<file path="src/rtl/flash_seq_pkg.sv">
package flash_seq_pkg;

    // Offsets and codes decoded by the flash device
    localparam logic [11:0] OFF_UNLOCK_A = 12'h555;
    localparam logic [11:0] OFF_UNLOCK_B = 12'h2AA;
    localparam logic [7:0]  CODE_KEY_A   = 8'hAA;
    localparam logic [7:0]  CODE_KEY_B   = 8'h55;
    localparam logic [7:0]  CODE_ERS_ARM = 8'h80;
    localparam logic [7:0]  CODE_ERS_GO  = 8'h30;
    localparam logic [7:0]  CODE_PGM     = 8'hA0;
    localparam logic [7:0]  CODE_RESET   = 8'hF0;
    localparam logic [7:0]  ERASED_BYTE  = 8'hFF;

    typedef enum logic [3:0] {
        ST_IDLE,
        ST_CMD,
        ST_POLL_A,
        ST_POLL_B,
        ST_POLL_CHK,
        ST_RESET,
        ST_VRD,
        ST_VCHK,
        ST_FINISH
    } seq_state_e;

endpackage

</file>
<file path="src/rtl/flash_cmd_rom.sv">
module flash_cmd_rom
    import flash_seq_pkg::*;
#(
    parameter int IDX_W = 13,
    parameter int OFF_W = 13
) (
    input  logic             is_erase,
    input  logic [2:0]       step,
    input  logic [IDX_W-1:0] idx,
    input  logic [7:0]       data,
    output logic [OFF_W-1:0] off,
    output logic [7:0]       wdata,
    output logic             last
);

    always_comb begin
        off   = '0;
        wdata = '0;
        last  = 1'b0;
        if (is_erase) begin
            case (step)
                3'd0: begin off = OFF_W'(OFF_UNLOCK_A); wdata = CODE_KEY_A;   end
                3'd1: begin off = OFF_W'(OFF_UNLOCK_B); wdata = CODE_KEY_B;   end
                3'd2: begin off = OFF_W'(OFF_UNLOCK_A); wdata = CODE_ERS_ARM; end
                3'd3: begin off = OFF_W'(OFF_UNLOCK_A); wdata = CODE_KEY_A;   end
                3'd4: begin off = OFF_W'(OFF_UNLOCK_B); wdata = CODE_KEY_B;   end
                default: begin off = '0; wdata = CODE_ERS_GO; last = 1'b1; end
            endcase
        end else begin
            case (step)
                3'd0: begin off = OFF_W'(OFF_UNLOCK_A); wdata = CODE_KEY_A; end
                3'd1: begin off = OFF_W'(OFF_UNLOCK_B); wdata = CODE_KEY_B; end
                3'd2: begin off = OFF_W'(OFF_UNLOCK_A); wdata = CODE_PGM;   end
                default: begin off = OFF_W'(idx); wdata = data; last = 1'b1; end
            endcase
        end
    end

endmodule

</file>
<file path="src/rtl/flash_gap_timer.sv">
module flash_gap_timer #(
    parameter int GAP_CYCLES = 100
) (
    input  logic clk,
    input  logic rst_n,
    input  logic fire,
    output logic ready
);

    localparam int GW = $clog2(GAP_CYCLES + 1);

    logic [GW-1:0] cnt_d, cnt_q;

    always_comb begin
        if (fire)
            cnt_d = GW'(GAP_CYCLES);
        else if (cnt_q != '0)
            cnt_d = cnt_q - 1'b1;
        else
            cnt_d = cnt_q;
    end

    always_ff @(posedge clk or negedge rst_n) begin
        if (!rst_n) cnt_q <= '0;
        else        cnt_q <= cnt_d;
    end

    assign ready = (cnt_q == '0);

endmodule

</file>
<file path="src/rtl/flash_rd_pair.sv">
module flash_rd_pair (
    input  logic       clk,
    input  logic       rst_n,
    input  logic       rd_strobe,
    input  logic [7:0] rdata,
    output logic [7:0] last,
    output logic       same
);

    typedef struct packed {
        logic       pend;
        logic [7:0] prev;
        logic [7:0] last;
    } cap_t;

    cap_t cap_d, cap_q;

    always_comb begin
        cap_d      = cap_q;
        cap_d.pend = rd_strobe;
        if (cap_q.pend) begin
            cap_d.prev = cap_q.last;
            cap_d.last = rdata;
        end
    end

    always_ff @(posedge clk or negedge rst_n) begin
        if (!rst_n) cap_q <= '0;
        else        cap_q <= cap_d;
    end

    assign last = cap_q.last;
    assign same = (cap_q.prev == cap_q.last);

endmodule

</file>
<file path="src/rtl/flash_bank_seq.sv">
module flash_bank_seq
    import flash_seq_pkg::*;
#(
    parameter int ADDR_W     = 16,
    parameter int NBYTES     = 8192,
    parameter int GAP_CYCLES = 100,
    parameter int POLL_LIMIT = 1000000,
    localparam int IDX_W     = $clog2(NBYTES)
) (
    input  logic              clk,
    input  logic              rst_n,
    input  logic              req_valid,
    input  logic              req_erase,
    input  logic [ADDR_W-1:0] req_base,
    output logic [IDX_W-1:0]  buf_addr,
    input  logic [7:0]        buf_data,
    output logic              bus_req,
    output logic              bus_we,
    output logic [ADDR_W-1:0] bus_addr,
    output logic [7:0]        bus_wdata,
    input  logic [7:0]        bus_rdata,
    output logic              busy,
    output logic              done,
    output logic              error
);

    localparam int OFF_W = (IDX_W > 12) ? IDX_W : 12;
    localparam int TRY_W = $clog2(POLL_LIMIT + 1);
    localparam logic [IDX_W-1:0] LAST_IDX  = IDX_W'(NBYTES - 1);
    localparam logic [TRY_W-1:0] LAST_TRY  = TRY_W'(POLL_LIMIT - 1);

    typedef struct packed {
        seq_state_e        st;
        logic              erase;
        logic [ADDR_W-1:0] base;
        logic [IDX_W-1:0]  idx;
        logic [2:0]        step;
        logic [TRY_W-1:0]  tries;
        logic              err;
        logic              timed_out;
    } ctl_t;

    ctl_t ctl_d, ctl_q;

    logic             gap_ready;
    logic             rd_strobe;
    logic [7:0]       rd_last;
    logic             rd_same;
    logic [OFF_W-1:0] cmd_off;
    logic [7:0]       cmd_wdata;
    logic             cmd_last;

    flash_cmd_rom #(.IDX_W(IDX_W), .OFF_W(OFF_W)) u_rom (
        .is_erase (ctl_q.erase),
        .step     (ctl_q.step),
        .idx      (ctl_q.idx),
        .data     (buf_data),
        .off      (cmd_off),
        .wdata    (cmd_wdata),
        .last     (cmd_last)
    );

    flash_gap_timer #(.GAP_CYCLES(GAP_CYCLES)) u_gap (
        .clk   (clk),
        .rst_n (rst_n),
        .fire  (bus_req),
        .ready (gap_ready)
    );

    flash_rd_pair u_rd (
        .clk       (clk),
        .rst_n     (rst_n),
        .rd_strobe (rd_strobe),
        .rdata     (bus_rdata),
        .last      (rd_last),
        .same      (rd_same)
    );

    always_comb begin
        ctl_d     = ctl_q;
        bus_req   = 1'b0;
        bus_we    = 1'b0;
        bus_addr  = ctl_q.base;
        bus_wdata = '0;
        done      = 1'b0;

        case (ctl_q.st)
            ST_IDLE: begin
                if (req_valid) begin
                    ctl_d.st        = ST_CMD;
                    ctl_d.erase     = req_erase;
                    ctl_d.base      = req_base;
                    ctl_d.idx       = '0;
                    ctl_d.step      = '0;
                    ctl_d.tries     = '0;
                    ctl_d.err       = 1'b0;
                    ctl_d.timed_out = 1'b0;
                end
            end
            ST_CMD: begin
                if (gap_ready) begin
                    bus_req   = 1'b1;
                    bus_we    = 1'b1;
                    bus_addr  = ctl_q.base + ADDR_W'(cmd_off);
                    bus_wdata = cmd_wdata;
                    if (cmd_last) begin
                        ctl_d.st    = ST_POLL_A;
                        ctl_d.step  = '0;
                        ctl_d.tries = '0;
                    end else begin
                        ctl_d.step = ctl_q.step + 3'd1;
                    end
                end
            end
            ST_POLL_A: begin
                if (gap_ready) begin
                    bus_req  = 1'b1;
                    ctl_d.st = ST_POLL_B;
                end
            end
            ST_POLL_B: begin
                if (gap_ready) begin
                    bus_req  = 1'b1;
                    ctl_d.st = ST_POLL_CHK;
                end
            end
            ST_POLL_CHK: begin
                if (gap_ready) begin
                    if (rd_same) begin
                        if (ctl_q.erase || ctl_q.idx == LAST_IDX) begin
                            ctl_d.st = ST_RESET;
                        end else begin
                            ctl_d.idx = ctl_q.idx + 1'b1;
                            ctl_d.st  = ST_CMD;
                        end
                    end else if (ctl_q.tries == LAST_TRY) begin
                        ctl_d.err       = 1'b1;
                        ctl_d.timed_out = 1'b1;
                        ctl_d.st        = ST_RESET;
                    end else begin
                        ctl_d.tries = ctl_q.tries + 1'b1;
                        ctl_d.st    = ST_POLL_A;
                    end
                end
            end
            ST_RESET: begin
                if (gap_ready) begin
                    bus_req   = 1'b1;
                    bus_we    = 1'b1;
                    bus_wdata = CODE_RESET;
                    ctl_d.idx = '0;
                    ctl_d.st  = ctl_q.timed_out ? ST_FINISH : ST_VRD;
                end
            end
            ST_VRD: begin
                if (gap_ready) begin
                    bus_req  = 1'b1;
                    bus_addr = ctl_q.base + ADDR_W'(ctl_q.idx);
                    ctl_d.st = ST_VCHK;
                end
            end
            ST_VCHK: begin
                if (gap_ready) begin
                    if (rd_last != (ctl_q.erase ? ERASED_BYTE : buf_data)) begin
                        ctl_d.err = 1'b1;
                        ctl_d.st  = ST_FINISH;
                    end else if (ctl_q.idx == LAST_IDX) begin
                        ctl_d.st = ST_FINISH;
                    end else begin
                        ctl_d.idx = ctl_q.idx + 1'b1;
                        ctl_d.st  = ST_VRD;
                    end
                end
            end
            ST_FINISH: begin
                done     = 1'b1;
                ctl_d.st = ST_IDLE;
            end
            default: ctl_d.st = ST_IDLE;
        endcase
    end

    always_ff @(posedge clk or negedge rst_n) begin
        if (!rst_n) begin
            ctl_q    <= '0;
            ctl_q.st <= ST_IDLE;
        end else begin
            ctl_q <= ctl_d;
        end
    end

    assign rd_strobe = bus_req && !bus_we;
    assign buf_addr  = ctl_q.idx;
    assign busy      = (ctl_q.st != ST_IDLE) && (ctl_q.st != ST_FINISH);
    assign error     = ctl_q.err;

endmodule

</file>
<file path="config.mk">
export PLATFORM = sky130hd
export DESIGN_NAME = flash_bank_seq
export DESIGN_NICKNAME = d
export VERILOG_FILES = /design/src/rtl/flash_seq_pkg.sv /design/src/rtl/flash_cmd_rom.sv /design/src/rtl/flash_gap_timer.sv /design/src/rtl/flash_rd_pair.sv /design/src/rtl/flash_bank_seq.sv
export SDC_FILE = /design/constraint.sdc
export NUM_CORES = 1
export LEC_CHECK = 0
export BUFFER_PORTS_ARGS = -buffer_cell sky130_fd_sc_hd__buf_2
export CORE_AREA = 2 2 112 114
export CTS_CLUSTER_DIAMETER = 60
export CTS_CLUSTER_SIZE = 16
export DETAILED_ROUTE_END_ITERATION = 10
export DIE_AREA = 0 0 114 116
export PLACE_DENSITY = 0.74
export SYNTH_ARGS = -nofsm -noshare
export SYNTH_HDL_FRONTEND = slang
export SYNTH_SLANG_ARGS = --single-unit
</file>
<file path="constraint.sdc">
create_clock -name clk -period 9.9 [get_ports clk]
set_input_delay 2.97 -clock clk [delete_from_list [all_inputs] [get_ports clk]]
set_output_delay 2.97 -clock clk [all_outputs]
set_load 0.05 [all_outputs]
</file>
== Word level (Yosys, flattened, before mapping) ==
Cells that the tools add are included.
Cells by class
  add/sub/neg operators: 6
  equal/unequal tests: 34
  mux-type cells: 59
  reductions and logical operators: 30
Operators with widths (count)
  $mux W13: 8
  $pmux W20 S3: 1
  $mux W59: 1
  $pmux W13 S4: 1
  $mux W4: 12
  $pmux W8 S3: 2
  $mux W22: 2
  $mux W20: 2
  $ne A2 B2 Y1 const B: 17
  $add A16 B13 Y16: 2
  $mux W16: 2
  $mux W8: 4
  $pmux W16 S2: 1
  $pmux W4 S8: 1
  $pmux W13 S2: 1
  $mux W23: 1
  $pmux W11 S2: 1
  $add A20 B1 Y20 const B: 1
  $eq A20 B20 Y1 const B: 1
  $reduce_and A9 Y1: 2
  $eq A4 B3 Y1 const B: 4
  $pmux W8 S2: 1
  $mux W7: 2
  $reduce_and A7 Y1: 2
  35 further kinds: 57
Storage, ports and cells
  bits in registers: 83
  input port bits: 36
  word-level logic and storage cells: 141
  output and inout bits: 42

== Longest topological paths before layout ==
  depth after elaboration: 7
  gate-level depth with buffers: 17
  gate-level depth less buffers: 17

== Modules after synthesis ==
A second synthesis with hierarchy kept.
Unflattened totals
  cells, all modules: 754
  area total of the unflattened synthesis: 6397.4 um^2
Modules (own cells, without submodules)
  flash_bank_seq: area an instance 4789.6 um^2, seq. area each 1476.4 um^2, cells an instance 594, times used 1
  flash_rd_pair: area an instance 820.8 um^2, seq. area each 425.4 um^2, cells an instance 54, times used 1
  flash_cmd_rom: area an instance 396.6 um^2, seq. area each 0.0 um^2, cells an instance 66, times used 1
  flash_gap_timer: area an instance 390.4 um^2, seq. area each 175.2 um^2, cells an instance 40, times used 1

== Worst setup path before layout ==
OpenSTA, ideal clock, no wires.
  path kind: reg-to-output
  from: register ctl_q[22] in the netlist's numbering
  to: output bus_addr[14]
  setup slack: 2.827 ns
  cell stages (with the launch flop): 18
  required time: 6.930 ns
  path buffers: 2
  data arrival time: 4.103 ns
  path through: dfrtp_1 inv_1 ha_1 nor3_1 o21bai_1 clkbuf_1 clkbuf_1 o21a_1 ha_1 inv_1 fa_1 nand2b_1 a21oi_1 o21ai_0 a311oi_1 a21o_1 nand3_1 a2bb2oi_1
On the way
  longest elaborated chain between the ends: 7
  elaborated cells between the ends (all ways): 14
  those cells by class: add/sub (1); eq/ne (4); mux (5); reduce/logical (4)
Ends and longest elaborated chain
  start, declared: RTL line flash_bank_seq.sv:43  | ctl_t ctl_d, ctl_q;
  start signal, assigned: RTL line flash_bank_seq.sv:188  | ctl_q <= ctl_d;
  $eq A3 B2 Y1, or another cell as far along: RTL line flash_cmd_rom.sv:21  | case (step)
  $reduce_or A3 Y1 (no source line) or $reduce_or A2 Y1 (tied branches)
  $pmux W11 S2 or $pmux W13 S2 (tied branches): RTL line flash_cmd_rom.sv:21, flash_cmd_rom.sv:30
  $mux W13 *: RTL line flash_cmd_rom.sv:20  | if (is_erase) begin
  $add A16 B13 Y16 *: RTL line flash_bank_seq.sv:104  | bus_addr = ctl_q.base + ADDR_W'(cmd_off);
  $mux W16 *: RTL line flash_bank_seq.sv:101  | if (gap_ready) begin
  $pmux W16 S2 *: RTL line flash_bank_seq.sv:87  | case (ctl_q.st)
  end, declared: RTL line flash_bank_seq.sv:19  | output logic [ADDR_W-1:0] bus_addr,
Every way passes the cells marked *; elsewhere a longest branch is shown, timed or not.

== Final worst setup path ==
Ends and elaborated chain as after synthesis.

==> results.toml <==
[synth]
synth-seq-cells = 83
synth_flop_cell = "dfrtp_1"
netlist_top_cells_count = "dfrtp_1, nor2_1, nand2_1, a21oi_1"
synth_edf_count = 0
syn-instance-count = 739
synth_seq_area_share = 0.323
synthArstFlopShare = 1.00
synth_nets = 814
yosys.area.top_type = "dfrtp_1"
ys_top_cells_by_area = "dfrtp_1, ha_1, mux2_2"
synth_area_per_cell_sq_um = 8.70
synth_most_common_cell = "dfrtp_1"
synth_top_area_frac = 0.323
ys_warn_count = 0
syn_area_sq_um = 6430
synth_cell_type_count = 66

[power]
power_leakage_uw = 0.00325
powerDensity_nw_per_um2 = 287
irDropWorstVdd_uv = 168
finalPower_uw = 2020

[drt]
dr.max_layer_used = "met4"
wire_per_inst_um = 17.8
first_pass_iters = 6
drtIter0Drc = 443
routed_via_density = 6.24
wl_met2_mm = 7.34
wl_met3_mm = 1.12
drc = 0
wl_met1_mm = 7.85
wl_mm = 16.7
vias = 5854
postRouteAntennaNets = 0

[critical_path]
cp.required_ps = 6930
critPathBufInv = 3
start_kind = "flip-flop"
max_stage_delay_ps = 470
path_delay_family = "compound AO/OA/AOI/OAI gates"
crit_type = "flip-flop to output port"
cp_slowest_cell = "o22ai_1"
worstPathArrival_ps = 4770
path_cells = "inv_1 > ha_1 > nor2b_1 > nor2_1 > and3_1 > o22ai_1 > o21a_1 > ha_1 > inv_1 > fa_1 > nand2b_1 > a21oi_1 > o21ai_0 > a311oi_1 > a21o_1 > nand3_1 > a2bb2oi_1 > buf_2"
cp-end-kind = "output port"
crit_path_max_fanout = 7

[timing]
tightest_slew_ps = 1010
period_needed_ps = 7740
finalCritPeriodShare = 0.781
fin_skew_ps = 8.36
relSlewSlack = 0.318
timing.fmax_mhz = 129
setup_tns_ps = 0
drv_slew = 0
setup_viol = 0
rsz0062_at_grt = "no"
final_hold_viol_count = 0

[floorplan]
start_util = 0.540
dieHeight_um = 116
placementRows = 40
pin_count = 78
core_area_sq_um = 11900
die_w_um = 114
fp.dieArea_sq_um = 13200

[clock_tree]
root_buffer = "clkbuf_16"
cts.sinks = 83
cts_tree = "yes"
clk-insertion-delay-late_ps = 350
hold_buffers = 0
cts-buffers-inserted = 9
clk_path_buf_depth = 2
cts.htree.levels = 3
post-cts-setup-buffers = 0
clk_pin_slew_ps = 60
postCtsResizedCells = 0

[worst_hold_path]
min_path_type = "flip-flop to flip-flop"

[status]
outcome = "completed"

[grt]
grt-ovfl-total = 0
grt_pass1_vias = 5577
grt_max_degree = 62
track_usage = 0.262
grt_pass1_wl_mm = 27.6
antenna_found_initial = 0

[placement]
port_buffers = 77
hpwl_mm = 12.9
gp_congestion = 0.910

[finish]
finalNetCount = 861
syn_to_final_growth_pct = 9.79
regArea_sq_um = 2080
fillers = 1108
antenna_cells = 0
multi_input_area_sq_um = 3990
drive_above_1_share = 0.178

[run]
max_cap_violations = 0
flip-flops by register name, indices dropped and copies added (netlist names):
signal / count
ctl_q: 45
buf_addr: 13
u_rd.cap_q: 9
u_rd.last: 8
u_gap.cnt_q: 7
error: 1
final cells by class:
cell class | count | area share
multi-input cells | 583 | 0.566
inverters | 28 | 0.0149
clock buffers | 9 | 0.0319
clock inverters | 7 | 0.00798
repair buffers | 81 | 0.0592
flip-flops and latches | 83 | 0.294
well taps | 147 | 0.0261
worst paths after layout:
check	to	slack, ps	depth (start not counted)	start
worst max-delay path	bus_addr[14]	2160	18	ctl_q[22]
worst min-delay path	u_gap.cnt_q[0]	500	1	u_gap.cnt_q[0]
worst max register to register	ctl_q[13]	6370	9	u_gap.cnt_q[0]
worst min register to register	u_gap.cnt_q[0]	500	1	u_gap.cnt_q[0]
max in group asynchronous	ctl_q[58]	6300	2	rst_n
min in group asynchronous	ctl_q[42]	2520	1	rst_n
placed cells by master, fill, tap and decap left out, drive strengths merged, types with 17 or more instances in the layout:
cell,Yosys,final
nor3,19,19
dfrtp,83,83
o21a,22,22
o21ai,37,37
nand4,17,17
nand2,61,61
a21oi,38,38
xor2,35,35
inv,28,32
buf,26,81
nor2,68,68
mux2,30,30
nand3,25,25
ha,37,37
power by group:
group | switching, uW | internal, uW | leakage [uW]
Clock | 150 | 174 | 0.000137
Sequential | 162 | 433 | 0.00107
Combinational | 673 | 434 | 0.00204
Total | 984 | 1040 | 0.00325
metal layers:
layer | track usage | vias up
met1 | 0.366 | 2806
met4 | 0.0854 | 0
met5 | 0 | -
met2 | 0.399 | 218
met3 | 0.0659 | 33
li1 | - | 2797
cells by family after synthesis:
logic type | after synthesis | share of synthesized area
adder cells (fa/ha/maj) | 39 | 0.0783
multiplexers | 38 | 0.0650
XOR/XNOR | 48 | 0.0654
AO/OA/AOI/OAI | 185 | 0.195
flip-flops | 83 | 0.323
buffers and inverters | 73 | 0.0559
AND/OR/NAND/NOR | 273 | 0.218
through the flow:
step / setup slack [ps] / hold slack (ps) / utilization / std cells / area (sq um)
finish: 2160 / 499 / 0.592 / 938 / 7060
global route: 1900 / 529 / 0.592 / 938 / 7060
CTS: 2180 / 500 / 0.592 / 938 / 7060
detailed placement: 2580 / 490 / 0.569 / 922 / 6780
global placement: 2740 / 475 / 0.569 / 922 / 6780
floorplan: 2830 / 453 / - / 739 / 6430
Note: power is estimated with default switching activity, not from simulation.
